`config.mk`:
```
export PLATFORM = sky130hd
export DESIGN_NAME = bmd_status_regs
export DESIGN_NICKNAME = d
export VERILOG_FILES = /design/src/rtl/bmd_pkg.sv /design/src/rtl/bmd_w1c_flag.sv /design/src/rtl/bmd_active_ctl.sv /design/src/rtl/bmd_ptr_reg.sv /design/src/rtl/bmd_rd_port.sv /design/src/rtl/bmd_status_regs.sv
export SDC_FILE = /design/constraint.sdc
export NUM_CORES = 1
export LEC_CHECK = 0
export BUFFER_PORTS_ARGS = -buffer_cell sky130_fd_sc_hd__buf_2
export CORE_MARGIN = 1.5
export CORE_UTILIZATION = 37
export DETAILED_ROUTE_END_ITERATION = 7
export GPL_ROUTABILITY_DRIVEN = 0
export GPL_TIMING_DRIVEN = 0
export PLACE_DENSITY = 0.74
export SYNTH_ARGS = -nofsm -noshare
export SYNTH_HDL_FRONTEND = slang
export SYNTH_SLANG_ARGS = --single-unit
```
`constraint.sdc`:
```
create_clock -name clk -period 2.6 [get_ports clk]
set_clock_uncertainty 0.2 [all_clocks]
set_input_delay 0.52 -clock clk [delete_from_list [all_inputs] [get_ports clk]]
set_output_delay 0.52 -clock clk [all_outputs]
set_load 0.03 [all_outputs]
```
`src/rtl/bmd_pkg.sv`:
```
// Package: shared constants for the DMA status register block.
// Assumes byte offsets select whole registers; status lives in data bits 7:0.
package bmd_pkg;
    localparam int REG_W    = 32;
    localparam int ADDR_W   = 8;
    localparam int STAT_W   = 8;
    localparam int PTR_LSB  = 2;
    localparam int PTR_HI_W = REG_W - PTR_LSB;
    localparam logic [ADDR_W-1:0] OFF_STAT = 8'h02;
    localparam logic [ADDR_W-1:0] OFF_PTR  = 8'h04;
    localparam int ST_ACT = 0;
    localparam int ST_ERR = 1;
    localparam int ST_IRQ = 2;
endpackage

```
`src/rtl/bmd_w1c_flag.sv`:
```
// Module: one sticky status flag with write-1-to-clear.
// EDGE_SET=1 sets on a low-to-high step of src; EDGE_SET=0 sets while src is high.
// The edge sampler follows src during reset, so a level held through reset is no edge.
// A set and a clear on the same clock leave the flag set.
module bmd_w1c_flag #(
    parameter bit EDGE_SET = 1'b1
) (
    input  logic clk,
    input  logic rst_n,
    input  logic src,
    input  logic clr,
    output logic flag
);
    logic set_ev;

    generate
        if (EDGE_SET) begin : g_edge
            logic src_q;
            // Sample the source line every clock, reset included.
            always_ff @(posedge clk) begin
                src_q <= src;
            end
            assign set_ev = src & ~src_q;
        end else begin : g_level
            assign set_ev = src;
        end
    endgenerate

    // Hold the flag: set has priority over the software clear.
    always_ff @(posedge clk) begin
        if (!rst_n) begin
            flag <= 1'b0;
        end else if (set_ev) begin
            flag <= 1'b1;
        end else if (clr) begin
            flag <= 1'b0;
        end
    end
endmodule

```
`src/rtl/bmd_active_ctl.sv`:
```
// Module: active flag of a DMA command.
// A rising start bit sets the flag. A falling start bit or the last-region pulse clears it.
// A rise beats a coincident last-region pulse. The start sampler follows the line during reset.
module bmd_active_ctl (
    input  logic clk,
    input  logic rst_n,
    input  logic start,
    input  logic eot,
    output logic active
);
    logic start_q;
    logic start_rise;
    logic start_fall;

    // Remember the previous start level, also during reset.
    always_ff @(posedge clk) begin
        start_q <= start;
    end

    assign start_rise = start & ~start_q;
    assign start_fall = ~start & start_q;

    // Update the active flag from start edges and end of transfer.
    always_ff @(posedge clk) begin
        if (!rst_n) begin
            active <= 1'b0;
        end else if (start_rise) begin
            active <= 1'b1;
        end else if (start_fall || eot) begin
            active <= 1'b0;
        end
    end
endmodule

```
`src/rtl/bmd_ptr_reg.sv`:
```
// Module: descriptor table pointer storage.
// Only the dword address bits are stored. The register has no reset, so its value is
// undefined until the first write.
module bmd_ptr_reg
    import bmd_pkg::*;
(
    input  logic                clk,
    input  logic                wr_en,
    input  logic [PTR_HI_W-1:0] wdata_hi,
    output logic [REG_W-1:0]    ptr
);
    logic [PTR_HI_W-1:0] addr_q;

    // Load the upper address bits on a pointer write.
    always_ff @(posedge clk) begin
        if (wr_en) begin
            addr_q <= wdata_hi;
        end
    end

    assign ptr = {addr_q, {PTR_LSB{1'b0}}};
endmodule

```
`src/rtl/bmd_rd_port.sv`:
```
// Module: registered read-data path.
// Selects the register by byte offset and returns it one clock after the strobe.
// Unmapped offsets and idle clocks return 0.
module bmd_rd_port
    import bmd_pkg::*;
(
    input  logic              clk,
    input  logic              rst_n,
    input  logic              rd,
    input  logic [ADDR_W-1:0] addr,
    input  logic [STAT_W-1:0] status,
    input  logic [REG_W-1:0]  ptr,
    output logic [REG_W-1:0]  rdata
);
    logic [REG_W-1:0] sel_data;

    // Choose the addressed register.
    always_comb begin
        case (addr)
            OFF_STAT: sel_data = {{(REG_W-STAT_W){1'b0}}, status};
            OFF_PTR:  sel_data = ptr;
            default:  sel_data = '0;
        endcase
    end

    // Register the read result; zero when no read was requested.
    always_ff @(posedge clk) begin
        if (!rst_n) begin
            rdata <= '0;
        end else if (rd) begin
            rdata <= sel_data;
        end else begin
            rdata <= '0;
        end
    end
endmodule

```
`src/rtl/bmd_status_regs.sv`:
```
// Module: top of the bus master DMA status register block.
// Decodes register writes, holds the interrupt, error and active flags and the
// descriptor table pointer, and returns read data one clock after a read strobe.
// Assumes a single register access per clock and pulse-wide abort/end events.
module bmd_status_regs
    import bmd_pkg::*;
(
    input  logic              clk,
    input  logic              rst_n,
    input  logic              reg_wr,
    input  logic              reg_rd,
    input  logic [ADDR_W-1:0] reg_addr,
    input  logic [REG_W-1:0]  reg_wdata,
    output logic [REG_W-1:0]  reg_rdata,
    input  logic              dev_irq,
    input  logic              cmd_start,
    input  logic              xfer_abort,
    input  logic              eot_last,
    output logic [REG_W-1:0]  table_ptr,
    output logic              dma_active
);
    logic              wr_stat;
    logic              wr_ptr;
    logic              st_irq;
    logic              st_err;
    logic [STAT_W-1:0] status;

    assign wr_stat = reg_wr && (reg_addr == OFF_STAT);
    assign wr_ptr  = reg_wr && (reg_addr == OFF_PTR);

    bmd_w1c_flag #(.EDGE_SET(1'b1)) u_irq_flag (
        .clk  (clk),
        .rst_n(rst_n),
        .src  (dev_irq),
        .clr  (wr_stat && reg_wdata[ST_IRQ]),
        .flag (st_irq)
    );

    bmd_w1c_flag #(.EDGE_SET(1'b0)) u_err_flag (
        .clk  (clk),
        .rst_n(rst_n),
        .src  (xfer_abort),
        .clr  (wr_stat && reg_wdata[ST_ERR]),
        .flag (st_err)
    );

    bmd_active_ctl u_active (
        .clk   (clk),
        .rst_n (rst_n),
        .start (cmd_start),
        .eot   (eot_last),
        .active(dma_active)
    );

    bmd_ptr_reg u_ptr (
        .clk     (clk),
        .wr_en   (wr_ptr),
        .wdata_hi(reg_wdata[REG_W-1:PTR_LSB]),
        .ptr     (table_ptr)
    );

    // Assemble the status byte; the reserved bits are tied to 0.
    always_comb begin
        status         = '0;
        status[ST_ACT] = dma_active;
        status[ST_ERR] = st_err;
        status[ST_IRQ] = st_irq;
    end

    bmd_rd_port u_rd (
        .clk   (clk),
        .rst_n (rst_n),
        .rd    (reg_rd),
        .addr  (reg_addr),
        .status(status),
        .ptr   (table_ptr),
        .rdata (reg_rdata)
    );
endmodule

```
[Word level (Yosys, flattened, before mapping)]
Index checks and enable logic that the tools add are counted.
Word-level totals
  bits in latches: 0
  bits in writable memories: 0
  input port bits: 48
  memories kept: 0
  register bits after elaboration: 67
  output and inout port bits: 65
  bits in read-only memories: 0
  logic and storage cells: 31
Cells by class
  muxes and demuxes: 7
  equal/unequal tests: 2
  reduce and logical (&&, ||, !) cells: 9
  bitwise gates (word level): 6
  div/mod/pow operators: 0
  add/subtract/negate cells: 0
  shift operators: 0
  magnitude comparators: 0
  multiply operators: 0
Operators by type and width (number)
  32-bit case mux with 2 select lines: 1
  8-bit by 2-bit == test with 1-bit output (second input constant): 1
  8-bit by 3-bit == test with 1-bit output (second input constant): 1
  1-bit 2-to-1 mux: 6
  2-bit nonzero test: 3
  1-bit logical AND: 4
  1-bit AND: 3
  1-bit inverter: 3
  2-bit AND reduction: 1
  1-bit logical OR: 1

[Logic depth before layout (Yosys ltp)]
Gate-level depths: netlist (run 1).
  depth in word-level cells: 5
  gate-level depth with buffers: 4
  mapped depth without buffers: 3

[By module]
From an unflattened synthesis (run 1), not the netlist that was laid out.
Unflattened totals
  cells, all modules: 178
  area, all modules: 2531.2 um^2
Modules (own cells, without submodules)
  bmd_rd_port: instances 1, sequential area each 640.6 um^2, area an instance 1357.6 um^2, cells each 122
  bmd_ptr_reg: instances 1, sequential area each 900.9 um^2, area an instance 919.6 um^2, cells each 33
  bmd_active_ctl: instances 1, sequential area each 40.0 um^2, area an instance 75.1 um^2, cells each 6
  bmd_status_regs: instances 1, sequential area each 0.0 um^2, area an instance 73.8 um^2, cells each 9
  bmd_w1c_flag at u_irq_flag: instances 1, sequential area each 40.0 um^2, area an instance 63.8 um^2, cells each 5
  bmd_w1c_flag at u_err_flag: instances 1, sequential area each 20.0 um^2, area an instance 41.3 um^2, cells each 3

[Least setup slack after synthesis (run 1)]
Ideal clock, no wire load.
  kind: input port to flip-flop
  start point: input reg_addr[0]
  end point: register u_ptr.addr_q[0], enable pin
  slack: 0.235 ns
  required time: 2.010 ns
  path buffers: 0
  stages on the path: 3
  arrival time: 1.775 ns
  path through: nor4_2 and3_2 and2_1
On the way
  longest elaborated chain between the ends: 2
RTL lines
  start, declared: line bmd_status_regs.sv:12  | input logic [ADDR_W-1:0] reg_addr,
  8-bit by 3-bit == test with 1-bit output: line bmd_status_regs.sv:29  | assign wr_ptr = reg_wr && (reg_addr == OFF_PTR);
  1-bit logical AND: line bmd_status_regs.sv:29
  net u_ptr.wr_en: line bmd_ptr_reg.sv:8  | input logic wr_en,
  end signal, assigned: line bmd_ptr_reg.sv:17  | addr_q <= wdata_hi;
  end, declared: line bmd_ptr_reg.sv:12  | logic [PTR_HI_W-1:0] addr_q;
The timed path passes the listed nets, and every way through them passes these cells.
A chain may end at the register's enable or synchronous reset.

[Worst setup path after layout (run 1)]
  start point: input reg_addr[2]
  end point: register u_ptr.addr_q[26], enable pin
The elaborated chain is that of the path after synthesis.

==> results of run 1 <==
==> cells in the mapped netlist <==
cell / instances / area [µm²]
a31oi_1: 1 / 6.26
and4_4: 1 / 11.3
edfxtp_1: 30 / 901
and3_2: 3 / 22.5
o21ai_0: 2 / 10.0
a22oi_1: 1 / 7.51
inv_1: 2 / 7.51
a41oi_1: 1 / 8.76
and3_1: 29 / 181
clkbuf_1: 3 / 11.3
buf_4: 2 / 15.0
and2_1: 2 / 12.5
nor2_1: 1 / 3.75
nor4_2: 1 / 12.5
buf_6: 3 / 33.8
maj3_1: 1 / 10.0
nor2b_1: 6 / 37.5
dfxtp_1: 37 / 741
conb_1: 1 / 3.75
==> critical path: stages <==
cell,delay [ns]
buf_2,0.09
nor2b_1,0.26
clkbuf_1,0.33
and2_2,0.68
==> metal layers <==
metal | GRT usage (%) | part of all wire, % | vias up
met4 | 11.6 | 3.3 | 0
li1 | - | - | 693
met1 | 15.6 | 38 | 662
met2 | 24.5 | 49 | 74
met5 | 0 | 0 | -
met3 | 7.26 | 9.9 | 13
==> stage by stage <==
step                      instance area, µm²  total power [mW]
after global routing                    2870              2.08
after detailed placement                2670              1.20
after CTS                               2870              2.03
final                                   2870              2.01
after floorplan                         2040              1.15
after global placement                  2670              1.19
==> registers in the layout, indices dropped and copies added (netlist names) <==
signal / cells
u_ptr.addr_q: 30
u_irq_flag.flag: 1
u_irq_flag.g_edge.src_q: 1
u_rd.rdata: 32
u_active.active: 1
u_err_flag.flag: 1
u_active.start_q: 1
==> timing repair <==
| action | in CTS | in global routing |
|---|---|---|
| endpoints found under the setup margin | 0 | 30 |
| buffers inserted | 0 | 0 |
| gates resized for setup | 0 | 1 |
==> power by group through the flow <==
stage	sequential [mW]	clock [mW]	combinational (mW)
2_1_floorplan	1.13	0	0.0202
3_3_place_gp	1.13	0	0.0639
3_5_place_dp	1.13	0	0.0666
4_1_cts	1.11	0.858	0.0666
5_1_grt	1.11	0.903	0.0729
6_report	1.11	0.836	0.0660
==> final timing paths <==
| kind | cells after the start | to | slack (ns) | startpoint |
|---|---|---|---|---|
| setup / recovery | 4 | u_ptr.addr_q[26] | 0.47 | reg_addr[2] |
| hold / removal | 1 | u_irq_flag.g_edge.src_q | 0.1 | dev_irq |
| setup reg to reg | 3 | u_active.active | 1.36 | u_active.active |
| hold reg to reg | 1 | u_rd.rdata[1] | 0.29 | u_err_flag.flag |
==> cell families (layout without fill, tap and decap cells) <==
| kind of cell | Yosys count | in the layout |
|---|---|---|
| AOI/OAI and AO/OA | 5 | 5 |
| adders and majority gates | 1 | 1 |
| buffers and inverters | 10 | 135 |
| DFF | 67 | 67 |
| other | 1 | 2 |
| and+or+nand+nor | 43 | 43 |
==> final cells by class <==
cell class / instances / area (µm²) / area share [%]
sequential: 67 / 1640 / 57.2
timing repair buffer: 109 / 546 / 19.0
multi-input combinational: 51 / 333 / 11.6
clock buffer: 12 / 145 / 5.06
tap: 70 / 87.6 / 3.05
buffer: 8 / 60.1 / 2.09
clock inverter: 4 / 50.0 / 1.74
inverter: 2 / 7.51 / 0.262
==> run_results.csv, run 1 <==
group,metric,value,unit
outcome,status,"completed",
power,power_density,700,nW/µm²
drt,routed_wl,4320,µm
finish,final_common_cell,"buf_2",
critical_path,cp-start-kind,"primary input",
cts,tritoncts,"yes",
run,drv_cap,0,
timing,fin_crit_sh,81.7,%
cts,cts.sinks,67,
synthesis,yosysWarnings,0,
global_routing,grt_pass1_wl,6660,µm
finish,area_delta_synth_final,40.9,%
power,p_seq_share,55.1,%
drt,drtAntennaViolNets,0,
synthesis,synth_top_family_by_area,"simple AND/OR/NAND/NOR gates",
synthesis,synthMuxAreaShare,0,%
global_routing,antenna_found_initial,0,
drt,drtIter0Drc,78,
die,fp.coreArea,5200,µm²
timing,hold_slack,0.0952,ns
synthesis,syn_area,2040,µm²
synthesis,syn_inst,127,
synthesis,synth_compound_area_share,1.60,%
power,irDropWorstVdd,478,µV
finish,fin_cells,323,
critical_path,cp_max_fo,30,
finish,utilization,55.1,%
critical_path,end_kind,"flop",
cts,clockBufferDepth,2,
global_routing,grt_pass1_vias,1452,
finish,final_cell_mix,"buf_2 (109), dfxtp_1 (37), edfxtp_1 (30), and3_1 (29), clkbuf_8 (10)",
finish,layout-drive-gt1-share,52.6,%
drt,via_per_inst,4.46,
timing,worst_pin_slew,0.685,ns
timing,final.setup.tns,0,ns
synthesis,synth_seq_cells,67,
power,power_frac_clock,41.6,%
drt,drtPass1Iterations,5,
cts,insertion_delay,0.34,ns
synthesis,yosys.area_share.xor_xnor,0,%
power,power.leakage,1.42,nW
die,ioPinCount,113,
timing,setup_viol,0,
synthesis,syn_area_per_cell,16.0,µm²
critical_path,cp.arrival,1.89,ns
critical_path,required,2.36,ns
timing,report.final.slew_viol_count,0,
timing,finalCriticalPeriod,2.13,ns
cts,cts_root_buf,"clkbuf_8",
hold_path,hp-class,"primary input to flop",
placed_design,dp_hpwl,3250,µm
finish,n_antenna_cell,0,
finish,fillers,457,
timing,rsz0062_at_grt,"no",
die,start_util,39.1,%
synthesis,ys_seq_area_share,80.6,%
synthesis,synthAdderAreaFrac,0.491,%
synthesis,synthSimpleGateAreaFrac,13.8,%
timing,clock.fmax,471,MHz
cts,ctsHoldBuffers,0,
timing,fin_ws,0.475,ns
drt,vias,1442,
power,power.switching,402,µW
placed_design,placed_cells,307,
timing,slew_headroom,54.3,%
die,die_h,77.2,µm
die,die_x,77.2,µm
power,internal_power,1.61,mW
power,p_comb_share,3.3,%
cts,path_clk_slew,0.07,ns
placed_design,pre_cts_ws,-0.338,ns
drt,drc_errors,0,
global_routing,gr-total-overflow,0,
global_routing,grt_max_degree,31,
global_routing,grt_usage,15.4,%
drt,wire_per_inst,13.4,µm
cts,h-tree-depth,3,
placed_design,io_buffers,109,
timing,hold_viol,0,
finish,finalNetCount,296,
die,rows,26,
critical_path,path_class,"primary input to flop",
die,dieArea,5960,µm²
power,p_sw_share,20.0,%
synthesis,synthDistinctLibCells,19,
cts,numCtsBuffers,9,
(Power assumes the default switching activity.)
==> run 2, diff against run 1 <==
Clock period 2.6 ns to 2 ns, I/O delays scaled along.
==> run 2 against run 1 <==
Power rose by 23%. Wire length fell by 4.3%. Count of clock-buffer cells in the layout fell by 1. Combinational power rose by 34%. Flip-flop and latch count did not move. Hold slack got worse by 0.052 ns. Register-to-register slack got worse by 0.61 ns. Critical endpoint is now u_ptr.addr_q[25]. First-iteration DRC count fell by 19%.
==> run_results.csv, run 2 (synthesized netlist as in run 1, its figures left out) <==
group,metric,value,unit
finish,final_common_cell,"buf_2",
die,die_h,77.2,µm
global_routing,grtUsageMet2,24.4,%
global_routing,antenna_found_initial,0,
power,power,2.48,mW
critical_path,cp_top_family,"simple AND/OR/NAND/NOR gates",
critical_path,required,1.78,ns
drt,drtAntennaViolNets,0,
finish,largest_register,"u_rd.rdata",
global_routing,grt_max_degree,31,
global_routing,grt_pass1_vias,1476,
finish,multiInputGateArea,334,µm²
outcome,status,"completed",
placed_design,dp_hpwl,3040,µm
drt,routed_wl,4140,µm
power,p_seq_share,58.0,%
finish,finalNetCount,298,
cts,h-tree-depth,3,
finish,fin_area,2870,µm²
timing,hold_viol,0,
global_routing,grt_usage,14.6,%
timing,rsz0062_at_grt,"no",
power,power.leakage,1.42,nW
die,die_x,77.2,µm
global_routing,grt_pass1_wl,6540,µm
critical_path,cp.arrival,1.54,ns
global_routing,grtUsageMet3,5.48,%
hold_path,hp-class,"primary input to flop",
cts,insertion_delay,0.32,ns
global_routing,gr-total-overflow,0,
cts,cts_root_buf,"clkbuf_8",
finish,fillers,461,
timing,final.setup.tns,0,ns
finish,top_regs,"u_rd.rdata: 32 flops, u_ptr.addr_q: 30 flops",
drt,via_per_inst,4.33,
critical_path,cp_max_fo,30,
finish,largest_reg_flops,32,
timing,setup_viol,0,
cts,path_clk_slew,0.07,ns
timing,report.final.slew_viol_count,0,
cts,cts.sinks,67,
timing,hold_slack,0.0432,ns
critical_path,cp-start-kind,"primary input",
critical_path,r2r_slack,0.75,ns
power,power.switching,520,µW
critical_path,end_kind,"flop",
drt,wire_per_inst,12.7,µm
drt,drtPass1Iterations,4,
die,dieArea,5960,µm²
power,p_comb_share,3.6,%
power,internal_power,1.96,mW
global_routing,busiest_layer,"met2",
run,drv_cap,0,
finish,layout-drive-gt1-share,52.9,%
timing,fin_crit_sh,87.9,%
global_routing,use_met1,15.8,%
drt,drtIter0Drc,63,
finish,area_delta_synth_final,40.8,%
drt,vias,1407,
critical_path,path_class,"primary input to flop",
cts,numCtsBuffers,9,
placed_design,placed_cell_area,2680,µm²
critical_path,max_stage_delay,0.47,ns
finish,final_cell_mix,"buf_2 (109), dfxtp_1 (37), edfxtp_1 (30), and3_1 (29), clkbuf_8 (10)",
critical_path,cp_num_buf_inv,2,
critical_path,crit_chain,"buf_2 -> nor2b_1 -> clkbuf_1 -> and2_4",
power,power_density,865,nW/µm²
die,ioPinCount,113,
timing,finalCriticalPeriod,1.76,ns
finish,n_antenna_cell,0,
finish,seqCellArea,1640,µm²
drt,drc_errors,0,
cts,tritoncts,"yes",
cts,clockBufferDepth,2,
timing,clock.fmax,569,MHz
die,rows,26,
die,fp.coreArea,5200,µm²
power,power_frac_clock,38.4,%
critical_path,critical-path-slowest-cell,"and2_4",
placed_design,io_buffers,109,
power,p_sw_share,21.0,%
power,irDropWorstVdd,647,µV
die,start_util,39.1,%
## run 2: cell types whose count changed in the layout (fill, tap and decap cells not counted), sizes merged
cell | before | now
clkbuf | 15 | 14
clkinv | 2 | 3
clkinvlp | 1 | 2
bufinv | 1 | 0
dlygate4sd3 | 0 | 2
## run 2: worst paths after layout
path                    from               end  depth (start not counted)
max              reg_addr[2]  u_ptr.addr_q[25]                          4
min             reg_wdata[5]   u_ptr.addr_q[3]                          1
max reg2reg  u_active.active   u_active.active                          3
min reg2reg  u_err_flag.flag     u_rd.rdata[1]                          1
## run 2: per-layer routing
metal  share of wire, %  up-vias
li1                   -      697
met3                8.2        7
met2                 49       68
met5                  0        -
met4                1.6        0
met1                 42      635
## run 2: power by group through the flow
stage               combinational (mW)  clock, mW  sequential [mW]
floorplan                       0.0263          0             1.47
global placement                0.0831          0             1.47
detailed placement              0.0858          0             1.47
CTS                             0.0894      0.983             1.44
global route                    0.0978       1.04             1.44
finish                          0.0883      0.953             1.44
## run 2: final cells by class
cell class	count	share of cell area (%)
sequential	67	57.2
timing repair buffer	111	19.7
multi-input combinational	51	11.6
clock buffer	11	4.93
tap	70	3.05
buffer	8	2.09
clock inverter	5	1.05
inverter	2	0.262
## run 2: repair_timing
action / CTS / global route
hold buffers: 2 / 0
endpoints found under the hold margin: 2 / 0
gates resized for setup: 1 / 0
setup endpoints to repair: 13 / 0
setup buffers: 0 / 0
## run 2: per-stage QoR
step / cells / util, % / setup WS (ns)
2_1_floorplan: 128 / - / 0.0640
3_3_place_gp: 307 / 51.4 / -0.364
4_1_cts: 325 / 55.1 / 0.218
5_1_grt: 325 / 55.1 / 0.0798
6_report: 325 / 55.1 / 0.241
3_5_place_dp: 307 / 51.4 / -0.356
==> run 3, diff against run 2 <==
Settings changed: CELL_PAD_IN_SITES_DETAIL_PLACEMENT from default to 1, CELL_PAD_IN_SITES_GLOBAL_PLACEMENT from default to 2, CORE_UTILIZATION 37 to 27, PLACE_DENSITY 0.74 to 0.77.
==> run 3 against run 2 <==
Sequential share of layout area down 1.0 points. Fmax decreased by 4.7%. Final area grew 1.8%.
==> run_results.csv, run 3 (synthesized netlist as in run 1, its figures left out) <==
group,metric,value,unit
outcome,status,"completed",
timing,fin_ws,0.155,ns
global_routing,antenna_found_initial,0,
cts,path_clk_slew,0.08,ns
die,die_x,89.9,µm
power,power_density,883,nW/µm²
finish,fillers,812,
timing,finalCriticalPeriod,1.85,ns
drt,routed_wl,4710,µm
critical_path,r2r-start,"u_active.active",
finish,final_cell_mix,"buf_2 (109), dfxtp_1 (37), edfxtp_1 (30), and3_1 (29), clkbuf_8 (9)",
timing,report.final.slew_viol_count,0,
cts,cts_root_buf,"clkbuf_8",
finish,finalNetCount,298,
global_routing,gr-total-overflow,0,
die,start_util,27.9,%
cts,h-tree-depth,3,
cts,cts.sinks,67,
critical_path,required,1.78,ns
critical_path,path_class,"primary input to flop",
critical_path,cp.arrival,1.62,ns
critical_path,crit_start,"reg_addr[2]",
finish,final_common_cell,"buf_2",
global_routing,grt_pass1_vias,1547,
die,rows,31,
die,die_h,89.9,µm
timing,setup_viol,0,
timing,rsz0062_at_grt,"no",
finish,area_delta_synth_final,43.3,%
drt,wire_per_inst,13.3,µm
die,fp.coreArea,7290,µm²
finish,fin_cells,354,
critical_path,end_kind,"flop",
finish,top_regs,"u_rd.rdata: 32 flops, u_ptr.addr_q: 30 flops",
cts,post_cts_buffers,0,
drt,via_per_inst,4.12,
power,power,2.58,mW
power,irDropWorstVdd,442,µV
placed_design,placed_cell_area,2710,µm²
drt,drtAntennaViolNets,0,
placed_design,pre_cts_ws,-0.476,ns
placed_design,io_buffers,109,
critical_path,cp-start-kind,"primary input",
run,drv_cap,0,
placed_design,placed_cells,336,
finish,layout-drive-gt1-share,52.5,%
global_routing,grt_usage,12.6,%
hold_path,hp-class,"primary input to flop",
timing,hold_viol,0,
global_routing,grt_max_degree,31,
timing,fin_crit_sh,92.3,%
cts,insertion_delay,0.33,ns
critical_path,cp_max_fo,30,
finish,utilization,40.0,%
finish,fin_area,2920,µm²
timing,clock.fmax,542,MHz
timing,hold_slack,0.0377,ns
die,dieArea,8070,µm²
drt,drtIter0Drc,23,
cts,tritoncts,"yes",
placed_design,dp_hpwl,3500,µm
drt,vias,1459,
die,ioPinCount,113,
cts,numCtsBuffers,9,
drt,drtPass1Iterations,4,
drt,drc_errors,0,
timing,final.setup.tns,0,ns
power,power.leakage,1.43,nW
finish,n_antenna_cell,0,
global_routing,grt_pass1_wl,7700,µm
cts,clockBufferDepth,2,
finish,largest_reg_flops,32,
finish,largest_register,"u_rd.rdata",
hold_path,hp-start,"reg_wdata[24]",
## run 3: path summary, 6_finish.rpt
kind,to,slack (ns),cells after the start
worst max-delay path,u_ptr.addr_q[21],0.15,4
worst min-delay path,u_ptr.addr_q[22],0.04,1
worst max register to register,u_active.active,0.76,3
worst min register to register,u_rd.rdata[1],0.29,1
## run 3: area by class of cell
cell class	count	area [µm²]	area share (%)
clock buffers	11	131	4.50
plain buffers	8	60.1	2.06
clock inverters	5	55.1	1.89
well taps	99	124	4.24
flip-flops and latches	67	1640	56.2
repair buffers	111	566	19.4
inverters	2	7.51	0.257
multi-input cells	51	334	11.4
## run 3: where the power goes
group | switching [mW] | internal [mW] | leakage (nW)
Clock | 0.478 | 0.572 | 0.0893
Combinational | 0.0420 | 0.0469 | 0.768
Sequential | 0.00297 | 1.44 | 0.569
Total | 0.523 | 2.05 | 1.43
## run 3: critical path, cell delays in order
cell and delay, ns:
buf_2 0.08, nor2b_1 0.29, clkbuf_1 0.35, and2_4 0.49
## run 3: layer usage
metal,GRT usage [%],vias up,part of all wire [%]
met1,13.2,695,40
met4,5.95,0,2.1
met3,4.74,7,6.5
li1,-,694,-
met2,22.2,63,51
met5,0,-,0
## run 3: repair_timing
action                     in CTS  in global routing
hold buffers                    2                  0
setup endpoints to repair      30                  0
hold endpoints to repair        2                  0
gates resized for setup         1                  0
